$ cat config.mk
export PLATFORM = sky130hd
export DESIGN_NAME = exit_seq
export DESIGN_NICKNAME = d
export VERILOG_FILES = /design/src/rtl/exit_pkg.sv /design/src/rtl/ctx_regfile.sv /design/src/rtl/srq_select.sv /design/src/rtl/exit_seq.sv
export SDC_FILE = /design/constraint.sdc
export NUM_CORES = 1
export LEC_CHECK = 0
export BUFFER_PORTS_ARGS = -buffer_cell sky130_fd_sc_hd__buf_4
export CAP_MARGIN = 5
export CORE_ASPECT_RATIO = 2
export CORE_MARGIN = 2
export CORE_UTILIZATION = 47
export CTS_BUF_LIST = sky130_fd_sc_hd__clkbuf_8
export DETAILED_ROUTE_END_ITERATION = 7
export HOLD_SLACK_MARGIN = 0.12
export PLACE_DENSITY_LB_ADDON = 0.12
export SYNTH_ARGS = -nofsm -noshare
export SYNTH_HDL_FRONTEND = slang
export SYNTH_SLANG_ARGS = --single-unit
$ cat constraint.sdc
create_clock -name clk -period 3.9 [get_ports clk]
set_input_delay 0.195 -clock clk [delete_from_list [all_inputs] [get_ports clk]]
set_output_delay 0.195 -clock clk [all_outputs]
set_load 0.02 [all_outputs]
$ cat src/rtl/exit_pkg.sv
package exit_pkg;
  typedef enum logic {S_IDLE = 1'b0, S_SAVE = 1'b1} seq_state_t;
  localparam int SRPN_W  = 8;
  localparam int TOS_BIT = 8;
endpackage

$ cat src/rtl/ctx_regfile.sv
module ctx_regfile #(
  parameter int DW = 32,
  parameter int N  = 8,
  localparam int IW = $clog2(N)
) (
  input  logic          clk,
  input  logic          rst,
  input  logic          we,
  input  logic [IW-1:0] waddr,
  input  logic [DW-1:0] wdata,
  input  logic [N-1:0]  dirty_set,
  input  logic          clr_en,
  input  logic [IW-1:0] clr_idx,
  input  logic          restore,
  input  logic [IW-1:0] rd_idx,
  output logic [DW-1:0] rd_data,
  output logic [DW-1:0] r6,
  output logic [DW-1:0] r7,
  output logic [N-1:0]  dirty
);
  logic [DW-1:0] regs [N];
  logic [N-1:0]  set_m, clr_m;

  always_ff @(posedge clk) begin
    if (we) regs[waddr] <= wdata;
  end

  always_comb begin
    set_m = dirty_set;
    clr_m = '0;
    if (we)     set_m[waddr]  = 1'b1;
    if (clr_en) clr_m[clr_idx] = 1'b1;
  end

  always_ff @(posedge clk) begin
    if (rst || restore) dirty <= '0;
    else                dirty <= (dirty | set_m) & ~clr_m;
  end

  assign rd_data = regs[rd_idx];
  assign r6      = regs[N-2];
  assign r7      = regs[N-1];
endmodule

$ cat src/rtl/srq_select.sv
module srq_select #(
  parameter int NSRC = 4
) (
  input  logic            tos,
  input  logic [NSRC-1:0] free_mask,
  output logic            found,
  output logic [NSRC-1:0] onehot
);
  localparam int HALF = NSRC / 2;
  logic [NSRC-1:0] cand;

  always_comb begin
    for (int i = 0; i < NSRC; i++)
      cand[i] = free_mask[i] && ((i >= HALF) == tos);
    onehot = '0;
    found  = 1'b0;
    for (int i = 0; i < NSRC; i++) begin
      if (cand[i] && !found) begin
        onehot[i] = 1'b1;
        found     = 1'b1;
      end
    end
  end
endmodule

$ cat src/rtl/exit_seq.sv
module exit_seq #(
  parameter int DW      = 32,
  parameter int PCW     = 16,
  parameter int NCH     = 4,
  parameter int NSRC    = 4,
  parameter int FULL_N  = 8,
  parameter int SMALL_N = 4,
  parameter int MIN_N   = 2,
  localparam int CHW    = $clog2(NCH),
  localparam int IW     = $clog2(FULL_N)
) (
  input  logic              clk,
  input  logic              rst,
  input  logic              exit_req,
  input  logic              exit_stop,
  input  logic              exit_ep,
  input  logic              exit_int,
  input  logic              exit_cond,
  input  logic              err_req,
  input  logic [1:0]        err_cause,
  input  logic              resume_mode,
  input  logic [1:0]        ctx_mode,
  input  logic [CHW-1:0]    chan_id,
  input  logic [PCW-1:0]    entry_pc,
  input  logic [PCW-1:0]    next_pc,
  input  logic [NSRC-1:0]   free_mask,
  input  logic              reg_we,
  input  logic [IW-1:0]     reg_waddr,
  input  logic [DW-1:0]     reg_wdata,
  input  logic              restore,
  output logic              busy,
  output logic              done,
  output logic              mem_we,
  output logic [CHW+IW-1:0] mem_addr,
  output logic [DW-1:0]     mem_wdata,
  output logic [NSRC-1:0]   srq,
  output logic [7:0]        srq_prio,
  output logic [2:0]        err_status
);
  import exit_pkg::*;

  localparam int NREG = FULL_N;

  function automatic logic [NREG-1:0] elig_mask(input int size);
    logic [NREG-1:0] m;
    for (int i = 0; i < NREG; i++) m[i] = (i >= NREG - size);
    return m;
  endfunction

  seq_state_t      state;
  logic            idle, start_err, start_exit, start;
  logic [NREG-1:0] elig_q, elig_d, pending, ctl_set;
  logic [IW-1:0]   pick;
  logic            any;
  logic [DW-1:0]   r6, r7, rd_data, r7_new;
  logic [NREG-1:0] dirty;
  logic            rf_we;
  logic [IW-1:0]   rf_waddr;
  logic [DW-1:0]   rf_wdata;
  logic            srq_found;
  logic [NSRC-1:0] srq_hot;
  logic [CHW-1:0]  chan_q;
  logic [PCW-1:0]  pc_sel;

  assign idle       = (state == S_IDLE);
  assign start_err  = idle && err_req;
  assign start_exit = idle && exit_req && !err_req;
  assign start      = start_err || start_exit;

  always_comb begin
    case (ctx_mode)
      2'b00:   elig_d = elig_mask(FULL_N);
      2'b01:   elig_d = elig_mask(SMALL_N);
      default: elig_d = elig_mask(MIN_N);
    endcase
  end

  // New control register value produced by the exit or abort
  always_comb begin
    pc_sel = (exit_ep && resume_mode) ? next_pc : entry_pc;
    if (start_err) r7_new = {r7[DW-1:1], 1'b0};
    else           r7_new = {r7[DW-1:PCW+1], pc_sel, r7[0] & ~exit_stop};
  end

  always_comb begin
    ctl_set = '0;
    if (start) begin
      ctl_set[NREG-1] = 1'b1;
      ctl_set[NREG-2] = 1'b1;
    end
    rf_we    = start || (reg_we && idle);
    rf_waddr = start ? IW'(NREG-1) : reg_waddr;
    rf_wdata = start ? r7_new : reg_wdata;
  end

  // Lowest pending register first
  always_comb begin
    pending = dirty & elig_q;
    any     = |pending;
    pick    = '0;
    for (int i = NREG-1; i >= 0; i--)
      if (pending[i]) pick = IW'(i);
  end

  ctx_regfile #(.DW(DW), .N(NREG)) u_rf (
    .clk       (clk),
    .rst       (rst),
    .we        (rf_we),
    .waddr     (rf_waddr),
    .wdata     (rf_wdata),
    .dirty_set (ctl_set),
    .clr_en    (!idle && any),
    .clr_idx   (pick),
    .restore   (restore && idle),
    .rd_idx    (pick),
    .rd_data   (rd_data),
    .r6        (r6),
    .r7        (r7),
    .dirty     (dirty)
  );

  srq_select #(.NSRC(NSRC)) u_srq (
    .tos       (r6[TOS_BIT]),
    .free_mask (free_mask),
    .found     (srq_found),
    .onehot    (srq_hot)
  );

  always_ff @(posedge clk) begin
    if (rst) begin
      state      <= S_IDLE;
      elig_q     <= '0;
      chan_q     <= '0;
      busy       <= 1'b0;
      done       <= 1'b0;
      mem_we     <= 1'b0;
      mem_addr   <= '0;
      mem_wdata  <= '0;
      srq        <= '0;
      srq_prio   <= '0;
      err_status <= '0;
    end else begin
      done   <= 1'b0;
      mem_we <= 1'b0;
      srq    <= '0;
      if (start) begin
        state  <= S_SAVE;
        busy   <= 1'b1;
        elig_q <= elig_d;
        chan_q <= chan_id;
        if (start_err) err_status[1:0] <= err_cause;
        if (start_exit && exit_int && exit_cond) begin
          if (srq_found) begin
            srq      <= srq_hot;
            srq_prio <= r6[SRPN_W-1:0];
          end else begin
            err_status[2] <= 1'b1;
          end
        end
      end else if (!idle) begin
        if (any) begin
          mem_we    <= 1'b1;
          mem_addr  <= {chan_q, pick};
          mem_wdata <= rd_data;
        end else begin
          state <= S_IDLE;
          busy  <= 1'b0;
          done  <= 1'b1;
        end
      end
    end
  end
endmodule

# Word level (Yosys, flattened, before mapping)
# Memories as Yosys holds them, arrays and structs flattened. A register that Yosys moved wholly into a read port is not among the register bits.
# Cells that the tools add are included.
# word_totals
ff_bits	42
mem_bits_rw	256
in_bits	88
word_cells	103
mem_count	1
# op_classes
n_lt_le_gt_ge	4
eq_ne	2
mux	36
n_bitwise	12
n_reduce_logical	36
# memory_table
memory	depth	word_bits	read_ports	rd_clocked_by_memory_dff	wr	line	text
u_rf.regs	8	32	3	1	1	ctx_regfile.sv:21	logic [DW-1:0] regs [N];
# ops
op	count
32-bit two-way mux	1
3-bit two-way mux	9
1-bit logical AND	18
1-bit two-way mux	18
17-bit two-way mux	1
8-bit AND	2
16-bit two-way mux	1
8-bit two-way mux	2
8-bit bitwise OR	2
6-bit case mux with 2 select lines	1
3-bit AND reduction	3
3-bit by 4-bit less-than comparator with 1-bit output, second input constant	2
8-bit inverter	1
8-bit OR reduction	1
1-bit demux with 3-bit select	2
3-bit by 1-bit greater-or-equal comparator with 1-bit output, second input constant	2
1-bit inverter	6
1-bit logical NOT	4
2-bit AND reduction	2
4-bit OR reduction	1
1-bit logical OR	3
3-bit OR reduction	1
2-bit by 1-bit == test with 1-bit output, second input constant	1
2-bit logical NOT	1
other kinds (5)	5

# Logic depth before layout (Yosys ltp)
# depth
ltp_word	16
depth_mapped	8
depth_no_buf	5

# By module
# Synthesis repeated with hierarchy kept, for this count alone.
# hier_totals
hier_cells	819
area_unflattened_um2	13208.9
# by_module_without_submodules
module	n_inst	cells_each	area_per_inst_um2	seq_area_each_um2
ctx_regfile	1	418	10178.5	7847.5
exit_seq	1	394	2982.9	1221.2
srq_select	1	7	47.5	0.0

# Least setup slack after synthesis
# No wires, ideal clock.
# synth_timing
kind	reg2reg
startpoint	register state
endpoint	register u_rf.dirty[0]
arrival_ns	3.590
required_ns	3.819
path_slack_ns	0.229
stages_incl_launch_ff	7
n_path_buf	1
synth_period_minus_slack_ns	3.671
cell_sequence	dfxtp_1 > o21bai_1 > clkbuf_1 > nand2_1 > nor3_1 > o21ai_0 > a31oi_1
# synth_between
elab_chain_cells	13
word_cells_on_any_way	22
# synth_lines
item	line	text
start, declared	exit_seq.sv:50	seq_state_t state;
start signal, assigned	exit_seq.sv:131	state <= S_IDLE;
start signal, assigned	exit_seq.sv:147	state <= S_SAVE;
start signal, assigned	exit_seq.sv:166	state <= S_IDLE;
1-bit inverter (no source line)	--	
1-bit logical AND (2 in a row)	exit_seq.sv:67	assign start_exit = idle && exit_req && !err_req;
1-bit logical OR	exit_seq.sv:68	assign start = start_err || start_exit;
3-bit two-way mux	exit_seq.sv:92	rf_waddr = start ? IW'(NREG-1) : reg_waddr;
3-bit by 4-bit less-than comparator with 1-bit output (implied by the code) or 3-bit by 1-bit greater-or-equal comparator with 1-bit output (tied branches)	ctx_regfile.sv:31	if (we) set_m[waddr] = 1'b1;
1-bit logical AND (implied by the code)	ctx_regfile.sv:31	
1-bit two-way mux (implied by the code)	ctx_regfile.sv:31	
1-bit demux with 3-bit select	--	
8-bit bitwise OR (no source line)	--	
8-bit two-way mux	ctx_regfile.sv:31	
8-bit bitwise OR	ctx_regfile.sv:37	else dirty <= (dirty | set_m) & ~clr_m;
8-bit AND	ctx_regfile.sv:37	
end signal, assigned	ctx_regfile.sv:37	
end, declared	ctx_regfile.sv:19	output logic [N-1:0] dirty
# Several ways; a longest one is shown, not always the timed one.
# A chain may end at the register's enable or synchronous reset.

# Final worst setup path
# layout_timing
startpoint	register state
endpoint	memory u_rf.regs[2][14], enable pin
# layout_between
elab_chain_cells	7
word_cells_on_any_way	10
# layout_lines
item	line	text
1-bit inverter (no source line) *	--	
1-bit logical AND (2 in a row)	exit_seq.sv:67	
1-bit logical OR	exit_seq.sv:68	
1-bit logical OR	exit_seq.sv:91	rf_we = start || (reg_we && idle);
1-bit two-way mux	ctx_regfile.sv:25	if (we) regs[waddr] <= wdata;
1-bit two-way mux (implied by the code)	ctx_regfile.sv:25	
end, declared	ctx_regfile.sv:21	
# Mark *: on every way between the ends. The rest lies on a longest branch, timed or not.

==> impl_results.md <==
- Site row count: 86
- Hold-fix buffers, CTS: 29
- Critical path buffers and inverters: 1
- Worst Skew: approximately 0.018 ns
- DR WL/cell: 23.0 µm
- H-tree depth: 2
- Dpl hpwl: about 20000 µm
- Mapped Nets: 1090
- Filler cells: about 2400
- Die width: approximately 120 µm
- Sequential Power Share: 0.553
- Seq. cell area: 9070 µm²
- Postcts setup bufs: 0
- DRC: 0
- Die area: 29100 µm²
- Tmin final: around 2.8 ns
- Cell family with most CP delay: simple AND/OR/NAND/NOR gates
- Synth warn: 0
- Worst-path maximum fanout: 24
- Core Area: between 20000 and 30000 µm²
- Core Util, Final: 0.572
- Iter 0 DRT Violations: 694
- Ys async rst share: 0
- Sw frac: 0.242
- CP Launch Type: flip-flop
- Sequential area share after synthesis: 0.697
- RSZ-0062 raised after global routing: false
- Area contributors post-synth: edfxtp_1 59%, dfxtp_1 11%, a22oi_1 4.6%
- Synth area leader: edfxtp_1
- Pwr per Cell Area: approximately 460 nW/µm²
- Final GP Congestion: 0.756
- Syn Area/Cell: about 13 µm²
- CTS Sinks: roughly 330
- Max-slew headroom: 0.312
- Post-route antenna net violation count: 0
- Setup crit end kind: flip-flop
- Synth Area in Adders: 0
- Clk slew on worst S/H paths: around 0.070 ns
- Root Buffer: clkbuf_8
- IO buf count: 142
- Cells after Synth: 1002
- Cell internal pwr: between 5 and 6 mW
- Worst EP required: between 4 and 5 ns
- Largest family of logic cells by synthesized area: compound AO/OA/AOI/OAI gates
- CTS resizes: 0
- Synth unique cells: 44
- CTS tree: built
- Area of the multi-input gates: 3680 µm²
- Simple-gate share of the synthesized area: 0.0997
- I/O pins: approximately 140
- DIE HEIGHT: around 240 µm
- Largest net degree at the start of global routing: 67
- Total track usage: 0.249
- Max Clk Rate: between 300 and 400 MHz
- Compound-gate portion of the synthesized area: 0.174
- Fraction of final layout cells with drive strength greater than 1: 0.232
- Period utilisation layout: 0.711
- CTS Buf Count: 45
- Fin nets: about 1300
- Final hold violation count: 0
- Comb power frac: 0.093
- NetSw: around 1.7 mW
- Lkg Pwr: about 5.9 nW
- Post-Synth XOR/XNOR Area: 0
- Vias in the first global route: roughly 9200
- First-pass GRT wire length: approximately 54000 µm
- Top_reg_cell synth: edfxtp_1
- Worst skew pair latency: slightly below 0.6 ns
- CP max stage cell: nor2_4
- Max Cap Viol: 0
- Crit Path Class: reg -> reg
- Worst EP arrival: 3.03 ns
- Worst IR drop on VDD: around 250 µV
- Crit path cell chain: o21bai_4 > nand2_1 > nor2_4 > buf_4
- Post-synth design cell area: between 10000 and 15000 µm²
- Vias/cell: 5.73
- Max-slew violations: 0
- Synth Register Bits: 325
- Post-Layout Cell Count: 1567
- Clock power share: 0.354
- Mux contribution to synthesized area: 0.00154
- Synth top area share: 0.591
- Number of synthesized flops with an enable pin: 256
- GRT Residual Overflow: 0
- Slowest stage delay, CP: between 0.6 and 0.7 ns
- Pre-Repair DR Iteration Count: 5
- Status: finished, final reports clean
- Initial antenna violation count: 1
- Starting density of the core: 0.474
- HP Class: in -> reg
- Leading cell types in the layout, fill and taps excluded: 256 x edfxtp_1, 169 x buf_4, 122 x nand2_1
- Final setup viols: 0
- Commonest non-fill, non-tap cell in the layout: edfxtp_1
- Placed cell count: about 1500
- Area Growth Syn to Fin: 20.7%
- Setup TNS: 0 ns
- Clk buf depth: 3
- Vias: 8979
- Wirelength, routed: around 36000 µm
- Worst Tran Pin Value: ~1.0 ns
## registers in the layout, summed over array words and instances, names as in the netlist
signal      cells
chan_q          2
srq             4
state           1
mem_addr        5
busy            1
srq_prio        8
done            1
err_status      3
mem_wdata      32
u_rf.dirty      8
u_rf.regs     256
elig_q          3
mem_we          1
## final cells by class
class                      count  area share
timing repair buffer         201       0.103
sequential                   325       0.577
tap                          352      0.0280
multi-input combinational    600       0.234
antenna                        1    0.000159
clock buffer                  53      0.0464
inverter                       4    0.000956
clock inverter                31     0.00996
## power by group through the flow
stage / Combinational, mW / Sequential (mW) / Clock [mW]
5_1_grt: 0.735 / 4.00 / 2.74
4_1_cts: 0.675 / 3.99 / 2.62
6_report: 0.673 / 4.00 / 2.56
3_3_place_gp: 0.639 / 4.07 / 0
3_5_place_dp: 0.651 / 4.07 / 0
2_1_floorplan: 0.345 / 4.07 / 0
## cell usage after synthesis (5+ instances only)
library cell and number:
o21ai_0 58, edfxtp_1 256, a21oi_1 55, o211a_1 32, nand2_1 122, nor3_1 5, clkbuf_1 44, a31oi_1 6
o21a_1 5, a22oi_1 79, o211ai_1 6, nor2_1 82, and3_1 16, o211ai_2 27, dfxtp_1 69, nand3_1 57
a221o_1 17, buf_2 19
## path summary, 6_finish.rpt
| check | from | end | slack (ns) | cells past startpoint |
|---|---|---|---|---|
| max | state$_SDFF_PP0_ | u_rf.regs[2][14]$_DFFE_PP_ | 1.13 | 4 |
| min | reg_wdata[20] | u_rf.regs[5][20]$_DFFE_PP_ | 0.15 | 3 |
| max reg2reg | state$_SDFF_PP0_ | u_rf.regs[2][14]$_DFFE_PP_ | 1.13 | 4 |
| min reg2reg | srq_prio[5]$_SDFFE_PP0P_ | srq_prio[5]$_SDFFE_PP0P_ | 0.46 | 2 |
## worst register-to-register path, cell delays in order (launching register included)
cell and delay, ns:
dfxtp_1 0.60, o21bai_4 0.45, nand2_1 0.38, nor2_4 0.69, buf_4 0.35
## through the flow
stage	area [µm²]	power (mW)	hold slack, ns	setup WS (ns)
global route	15700	7.48	0.173	0.950
CTS	15700	7.29	0.122	1.09
floorplan	13000	4.42	0.273	0.229
detailed placement	14500	4.72	0.388	1.11
global placement	14500	4.70	0.392	1.17
finish	15700	7.22	0.149	1.13
## kinds of logic (layout without fill, tap and decap cells)
kind of cell | count (synthesis) | count (layout)
flops | 325 | 325
compound gates | 300 | 300
simple gates | 298 | 298
buf+inv | 77 | 289
mux | 2 | 2
other cells | 0 | 1
## layer usage
metal | track usage | wire length [µm] | up-vias
li1 | - | - | 4180
met1 | 0.306 | 14500 | 4456
met2 | 0.447 | 19000 | 291
met3 | 0.0336 | 1730 | 52
met4 | 0.0829 | 861 | 0
met5 | 0 | 0 | -
No activity file was read; power rests on OpenSTA's default activity.
